## config.mk

```make
export PLATFORM = sky130hd
export DESIGN_NAME = cfir3_tapline
export DESIGN_NICKNAME = d
export VERILOG_FILES = /design/src/rtl/cfir_pkg.sv /design/src/rtl/cfir_front.sv /design/src/rtl/cfir_rfir.sv /design/src/rtl/cfir_combine.sv /design/src/rtl/cfir3_tapline.sv
export SDC_FILE = /design/constraint.sdc
export NUM_CORES = 2
export LEC_CHECK = 0
export BUFFER_PORTS_ARGS = -buffer_cell sky130_fd_sc_hd__buf_2
export CAP_MARGIN = 20
export CORE_ASPECT_RATIO = 1.4
export CORE_MARGIN = 4
export CORE_UTILIZATION = 45
export CTS_CLUSTER_SIZE = 24
export DETAILED_ROUTE_END_ITERATION = 12
export PLACE_DENSITY = 0.6
export SLEW_MARGIN = 20
export SYNTH_ARGS = -nofsm -noshare
export SYNTH_HDL_FRONTEND = slang
export SYNTH_SLANG_ARGS = --single-unit
```

## constraint.sdc

```tcl
create_clock -name clk -period 7.65 [get_ports clk]
set_clock_uncertainty 0.1 [all_clocks]
set_input_delay 0.765 -clock clk [delete_from_list [all_inputs] [get_ports clk]]
set_output_delay 0.765 -clock clk [all_outputs]
set_load 0.05 [all_outputs]
```

## src/rtl/cfir_pkg.sv

```systemverilog
package cfir_pkg;

  // Arithmetic right shift of a wide value with rounding half toward +inf.
  function automatic logic signed [63:0] round_shift(input logic signed [63:0] v, input int sh);
    logic signed [63:0] half;
    if (sh <= 0) return v;
    half = 64'sd1 <<< (sh - 1);
    return (v + half) >>> sh;
  endfunction

  // Clamp a wide value into a signed range of ow bits.
  function automatic logic signed [63:0] clamp(input logic signed [63:0] v, input int ow);
    logic signed [63:0] top;
    logic signed [63:0] bot;
    top = (64'sd1 <<< (ow - 1)) - 64'sd1;
    bot = -(64'sd1 <<< (ow - 1));
    if (v > top) return top;
    if (v < bot) return bot;
    return v;
  endfunction

endpackage

```

## src/rtl/cfir_front.sv

```systemverilog
module cfir_front #(
  parameter int DW   = 12,
  parameter int TAPS = 4
) (
  input  logic                      clk,
  input  logic                      rst_n,
  input  logic                      in_valid,
  input  logic [DW-1:0]             in_re,
  input  logic [DW-1:0]             in_im,
  output logic                      samp_valid,
  output logic [TAPS-1:0][DW:0]     sum_taps,
  output logic [TAPS-1:0][DW-1:0]   re_taps,
  output logic [TAPS-1:0][DW-1:0]   im_taps
);

  logic [DW-1:0] cur_re, cur_im;
  logic [DW:0]   cur_sum;
  logic [TAPS-1:1][DW-1:0] hist_re, hist_im;
  logic [TAPS-1:1][DW:0]   hist_sum;

  always_ff @(posedge clk or negedge rst_n) begin
    if (!rst_n) begin
      samp_valid <= 1'b0;
      cur_re     <= '0;
      cur_im     <= '0;
      cur_sum    <= '0;
      hist_re    <= '0;
      hist_im    <= '0;
      hist_sum   <= '0;
    end else begin
      samp_valid <= in_valid;
      cur_re     <= in_re;
      cur_im     <= in_im;
      cur_sum    <= {in_re[DW-1], in_re} + {in_im[DW-1], in_im};
      if (samp_valid) begin
        hist_re[1]  <= cur_re;
        hist_im[1]  <= cur_im;
        hist_sum[1] <= cur_sum;
        for (int k = 2; k < TAPS; k++) begin
          hist_re[k]  <= hist_re[k-1];
          hist_im[k]  <= hist_im[k-1];
          hist_sum[k] <= hist_sum[k-1];
        end
      end
    end
  end

  assign sum_taps[0] = cur_sum;
  assign re_taps[0]  = cur_re;
  assign im_taps[0]  = cur_im;

  for (genvar k = 1; k < TAPS; k++) begin : g_tap
    assign sum_taps[k] = hist_sum[k];
    assign re_taps[k]  = hist_re[k];
    assign im_taps[k]  = hist_im[k];
  end

endmodule

```

## src/rtl/cfir_rfir.sv

```systemverilog
module cfir_rfir #(
  parameter int TAPS = 4,
  parameter int IW   = 13,
  parameter int CW   = 8,
  parameter int PW   = IW + CW,
  parameter int FW   = PW + $clog2(TAPS)
) (
  input  logic                     clk,
  input  logic                     rst_n,
  input  logic [TAPS-1:0][IW-1:0]  din,
  input  logic [TAPS-1:0][CW-1:0]  coef,
  input  logic [TAPS-1:0]          en,
  output logic [TAPS-1:0][PW-1:0]  prod_q,
  output logic signed [FW-1:0]     sum_q
);

  for (genvar k = 0; k < TAPS; k++) begin : g_mul
    logic signed [PW-1:0] dx, cx, px;
    logic [PW-1:0] p_r;
    assign dx = {{(PW-IW){din[k][IW-1]}}, din[k]};
    assign cx = {{(PW-CW){coef[k][CW-1]}}, coef[k]};
    assign px = dx * cx;
    always_ff @(posedge clk or negedge rst_n) begin
      if (!rst_n)     p_r <= '0;
      else if (en[k]) p_r <= px;
      else            p_r <= '0;
    end
    assign prod_q[k] = p_r;
  end

  logic signed [FW-1:0] acc;
  always_comb begin
    acc = '0;
    for (int k = 0; k < TAPS; k++)
      acc = acc + {{(FW-PW){prod_q[k][PW-1]}}, prod_q[k]};
  end

  always_ff @(posedge clk or negedge rst_n) begin
    if (!rst_n) sum_q <= '0;
    else        sum_q <= acc;
  end

endmodule

```

## src/rtl/cfir_combine.sv

```systemverilog
module cfir_combine #(
  parameter int FW    = 23,
  parameter int DW    = 12,
  parameter int SHIFT = 7
) (
  input  logic                 clk,
  input  logic                 rst_n,
  input  logic                 v_in,
  input  logic signed [FW-1:0] fa,
  input  logic signed [FW-1:0] fb,
  input  logic signed [FW-1:0] fc,
  output logic                 out_valid,
  output logic [DW-1:0]        out_re,
  output logic [DW-1:0]        out_im
);
  import cfir_pkg::*;

  localparam int XW = FW + 1;

  logic signed [XW-1:0] yr, yi;
  logic signed [63:0]   yr64, yi64, qr, qi;

  assign yr   = {fa[FW-1], fa} - {fb[FW-1], fb};
  assign yi   = {fa[FW-1], fa} + {fc[FW-1], fc};
  assign yr64 = {{(64-XW){yr[XW-1]}}, yr};
  assign yi64 = {{(64-XW){yi[XW-1]}}, yi};
  assign qr   = clamp(round_shift(yr64, SHIFT), DW);
  assign qi   = clamp(round_shift(yi64, SHIFT), DW);

  always_ff @(posedge clk or negedge rst_n) begin
    if (!rst_n) begin
      out_valid <= 1'b0;
      out_re    <= '0;
      out_im    <= '0;
    end else begin
      out_valid <= v_in;
      if (v_in) begin
        out_re <= qr[DW-1:0];
        out_im <= qi[DW-1:0];
      end
    end
  end

endmodule

```

## src/rtl/cfir3_tapline.sv

```systemverilog
module cfir3_tapline #(
  parameter int TAPS  = 4,
  parameter int DW    = 12,
  parameter int CW    = 8,
  parameter int SHIFT = CW - 1
) (
  input  logic                     clk,
  input  logic                     rst_n,
  input  logic                     in_valid,
  input  logic [DW-1:0]            in_re,
  input  logic [DW-1:0]            in_im,
  input  logic [TAPS*CW-1:0]       coef_re,
  input  logic [TAPS*(CW+1)-1:0]   coef_sum,
  input  logic [TAPS*(CW+1)-1:0]   coef_dif,
  input  logic [TAPS-1:0]          tap_en,
  output logic                     out_valid,
  output logic [DW-1:0]            out_re,
  output logic [DW-1:0]            out_im
);

  localparam int PW = DW + CW + 1;
  localparam int FW = PW + $clog2(TAPS);

  logic [TAPS-1:0][CW-1:0] cre;
  logic [TAPS-1:0][CW:0]   csum, cdif;
  assign cre  = coef_re;
  assign csum = coef_sum;
  assign cdif = coef_dif;

  logic                    samp_valid;
  logic [TAPS-1:0][DW:0]   sum_taps;
  logic [TAPS-1:0][DW-1:0] re_taps, im_taps;

  cfir_front #(.DW(DW), .TAPS(TAPS)) u_front (
    .clk(clk), .rst_n(rst_n), .in_valid(in_valid), .in_re(in_re), .in_im(in_im),
    .samp_valid(samp_valid), .sum_taps(sum_taps), .re_taps(re_taps), .im_taps(im_taps)
  );

  // Sample history only (tap 0 excluded), brought out for the checker.
  logic [(TAPS-1)*(3*DW+1)-1:0] hist_all;
  assign hist_all = {re_taps[TAPS-1:1], im_taps[TAPS-1:1], sum_taps[TAPS-1:1]};

  logic [TAPS-1:0][PW-1:0] prod_a, prod_b, prod_c;
  logic signed [FW-1:0]    f_a, f_b, f_c;

  cfir_rfir #(.TAPS(TAPS), .IW(DW+1), .CW(CW), .PW(PW), .FW(FW)) u_fa (
    .clk(clk), .rst_n(rst_n), .din(sum_taps), .coef(cre), .en(tap_en),
    .prod_q(prod_a), .sum_q(f_a)
  );

  cfir_rfir #(.TAPS(TAPS), .IW(DW), .CW(CW+1), .PW(PW), .FW(FW)) u_fb (
    .clk(clk), .rst_n(rst_n), .din(im_taps), .coef(csum), .en(tap_en),
    .prod_q(prod_b), .sum_q(f_b)
  );

  cfir_rfir #(.TAPS(TAPS), .IW(DW), .CW(CW+1), .PW(PW), .FW(FW)) u_fc (
    .clk(clk), .rst_n(rst_n), .din(re_taps), .coef(cdif), .en(tap_en),
    .prod_q(prod_c), .sum_q(f_c)
  );

  logic v_prod, v_sum;
  always_ff @(posedge clk or negedge rst_n) begin
    if (!rst_n) begin
      v_prod <= 1'b0;
      v_sum  <= 1'b0;
    end else begin
      v_prod <= samp_valid;
      v_sum  <= v_prod;
    end
  end

  cfir_combine #(.FW(FW), .DW(DW), .SHIFT(SHIFT)) u_comb (
    .clk(clk), .rst_n(rst_n), .v_in(v_sum), .fa(f_a), .fb(f_b), .fc(f_c),
    .out_valid(out_valid), .out_re(out_re), .out_im(out_im)
  );

endmodule

```

==> results.md <==
- At the pin with the least slew margin, the transition time is between 1 and 1.5 ns.
- STA classifies the critical path endpoint as a register.
- The number of buffers added for setup after CTS is 0.
- The pin count of the biggest net entering global routing is 146.
- The total track usage is 21.4%.
- The minimum clock period is between 6 and 7 ns.
- The routed length on met2 is 87.6 mm.
- The top metal layer carrying routed signals is met5.
- Walking the worst path, the cells encountered are nand2_1 -> fa_1 -> inv_1 -> fa_1 -> inv_1 -> fa_1 -> inv_1 -> fa_1 -> ha_1 -> ha_1 -> a21oi_1 -> o21ai_0 -> a21oi_1 -> nor2b_1 -> o21a_1 -> o31a_1 -> o211ai_1 -> o211ai_1 -> o311ai_0.
- Summed over all layers, the routed wires come to 170 mm.
- Max-cap violations in this run came to 0.
- The CTS root buffer is clkbuf_16.
- The final hold violation count came to 0.
- The reg-to-reg critical path endpoint is u_fc.g_mul[0].p_r[20].
- The largest driver fanout on the critical path is 10.
- The path class of the tightest hold or removal check is in2async.
- By area the synthesized netlist is led by fa_1 32%, dfrtp_1 18%, ha_1 13%.
- The number of buffers added to fix hold violations after cts is 0.
- The library cell used most frequently in the layout, excluding fill and tap cells, is inv_1.
- The residual antenna-violating net count after detailed routing is 0.
- The critical path is of the reg2reg type.
- The number of global-route vias before repair was ~53000.
- CTS built an H-tree with a depth of 2.
- Setup violations remaining at the end of the flow were counted as 0.
- The die boundary width is 343 um.
- Routability-driven placement finished with a final weighted congestion of 0.877.
- The flow ran to the end, and the final reports show no timing, DRC or antenna violations.
- The clock passes through at most 3 buffers.
- The post-detailed-placement half-perimeter wirelength is 141 mm.
- The DRC violation total after the first TritonRoute iteration is about 2100.
- The buffers plus inverters on the worst setup path is 3.
- The share of synthesized registers carrying an async set or reset is 100%.
- The placeable core region is between 150000 and 200000 um2.
- The number of I/O pins is 160.
- The number of nets handed over by synthesis was approximately 9400.
- Clock-pin slew was measured on the worst setup and hold paths at 0.07 ns.
- The startpoint identified for the worst register-to-register timing path is u_front.cur_re[5].
- The clock net in this run drives a total of 497 sinks.
- The clock insertion delay at the later pin of the skew report is 0.68 ns.
- The logic depth of the worst register-to-register path is 19.
- In the final layout, the share of cells above drive strength 1 is 5.53%.
- The average via count per standard cell is ~5.1.
- Tracing the worst setup path back leads to its startpoint at u_front.cur_re[5].
- The total via count in the routed design is 48625.
- The leading area contributor after synthesis is fa_1.
- After detailed routing, the average wire length per cell comes to 17.9 um.
- Counting flops with a built-in enable in the synthesized netlist gives 0.
- The yosys synthesis warning count is 0.
- The register bit total from synthesis is 497.
- The most used cell along the critical path is fa_1.
- The number of resized instances in the post-cts repair step is 0.
- The critical-path cell with the highest stage delay is o311ai_0.
- TritonCTS built the clock tree.
- Hold is met by 0.0310 ns.
- In the final timing run, aggregate negative setup slack is 0 ns.
- The first global-routing pass estimated 278 mm of wire.
- Measured along the y axis, the die boundary spans 476 um.
- The endpoint arrival time on the critical path is between 6 and 7 ns.
- The max-slew violation total from the final report is 0.
- The worst setup path is launched from a register.
- For this block, wires on met1 add up to between 70 and 80 mm.
- The initial antenna violation count is 26.
- The count of nets after finishing is 9384.
- The initial utilization of the core area, before any placement, comes to 45.4%.
- The most common flop cell mapped by yosys is dfrtp_1.
- The portion of the clock cycle consumed by the worst path in the final layout is 80.9%.
- The slack of the worst reg-to-reg path is 1.46 ns.
- Headroom to the max-slew limit came out at between 20% and 30%.
- The first-pass iteration count of the detailed router is 6.
- The library cells used most frequently in the layout, excluding fill and tap cells, are 1505 x inv_1, 1141 x fa_1, 734 x ha_1, 724 x and2_1, 598 x nand2_1.
- The summed instance area of the synthesized netlist is 70500 um2.
- The area of the die is 163000 um2.
- The sequential element share of the synthesized area is between 10% and 20%.
- The maximum clock frequency is ~160 MHz.
- The average cell area after synthesis is 9.54 um2.
- The remaining global-route overflow is 0.
- The layout-stage area growth over the synthesis result is 6.50%.
- Synthesis instantiated 76 different standard cells from the library.
- Setup repair after global routing left no endpoint under its margin.
- For this run, design rule violations remaining after detail routing come to 0.
- The area fraction of the dominant cell type after synthesis is 32.4%.
- The wire length on met3 is between 6 and 7 mm.
- Grouping stages by cell kind, the critical path spends the most delay in adder cells.
- The largest single stage delay on the critical path is 0.76 ns.
- The site row count is 171.
- Counting the fill cells in the layout gives ~15000.
- The number of buffers inserted by port buffering is 159.
- The clock buffer count from CTS is 58.
- The synthesized netlist cell count is between 7000 and 8000.
- The endpoint required time on the critical path is 8.02 ns.
cell families after synthesis:
family,Yosys count,synth area share (%)
fa+ha+maj,1875,45.4
compound gates,662,6.13
mux,116,1.84
flops,497,17.6
xor+xnor,327,4.06
simple gates,2151,15.5
buf+inv,1763,9.39
layer usage:
layer | global-route usage, % | vias up
met5 | 0 | -
met4 | 6.18 | 10
met3 | 2.38 | 233
met2 | 38.3 | 834
met1 | 27.2 | 24881
li1 | - | 22667
through the flow:
stage	worst slack (ns)	util [%]	instances	instance area (um2)
2_1_floorplan	1.66	-	7391	70500
3_3_place_gp	1.16	47.0	9390	73100
3_5_place_dp	1.14	47.0	9390	73100
4_1_cts	1.53	48.3	9495	75100
5_1_grt	1.20	48.3	9497	75100
6_report	1.46	48.3	9505	75100
worst max-delay path by stage:
stage / cells past startpoint / to / slack [ns]
6_report: 19 / u_fc.g_mul[0].p_r[20] / 1.46
5_1_grt: 19 / u_fc.g_mul[0].p_r[20] / 1.20
4_1_cts: 19 / u_fc.g_mul[0].p_r[20] / 1.53
3_5_place_dp: 20 / u_fc.g_mul[0].p_r[20] / 1.14
3_3_place_gp: 20 / u_fc.g_mul[0].p_r[20] / 1.16
2_1_floorplan: 21 / u_fb.g_mul[2].p_r[20] / 1.66
registers in the layout (all words and copies together) (netlist names), 12 cells and up:
signal and count:
u_fa.g_mul.p_r 84, u_fb.g_mul.p_r 84, u_fc.g_mul.p_r 84, u_front.sum_taps 39
u_front.im_taps 36, u_front.re_taps 36, u_fa.sum_q 23, u_fb.sum_q 23
u_fc.sum_q 23, u_front.cur_sum 13, u_comb.out_im 12, u_comb.out_re 12
u_front.cur_im 12, u_front.cur_re 12
synthesized netlist by cell type, drive strengths merged (42+ instances only):
master / n
a21o: 63
and2: 724
nor2b: 75
mux2: 111
nand2: 598
dfrtp: 497
clkbuf: 242
o21ai: 165
o21a: 42
ha: 734
fa: 1141
xnor2: 213
xor2: 114
nor2: 386
a21oi: 169
nand2b: 65
inv: 1508
nor3: 94
layout make-up:
| class | instances | area (um2) | share of cell area [%] |
|---|---|---|---|
| multi-input cells | 5131 | 51400 | 68.5 |
| clock inverters | 31 | 360 | 0.480 |
| well taps | 2076 | 2600 | 3.46 |
| flip-flops and latches | 497 | 12400 | 16.6 |
| repair buffers | 170 | 913 | 1.22 |
| diodes | 10 | 25.0 | 0.0333 |
| clock buffers | 74 | 1620 | 2.15 |
| inverters | 1516 | 5690 | 7.58 |
Power is left out: the tool's default activity adds up to more than one toggle a clock period on the data nets, which glitch-free logic cannot reach.
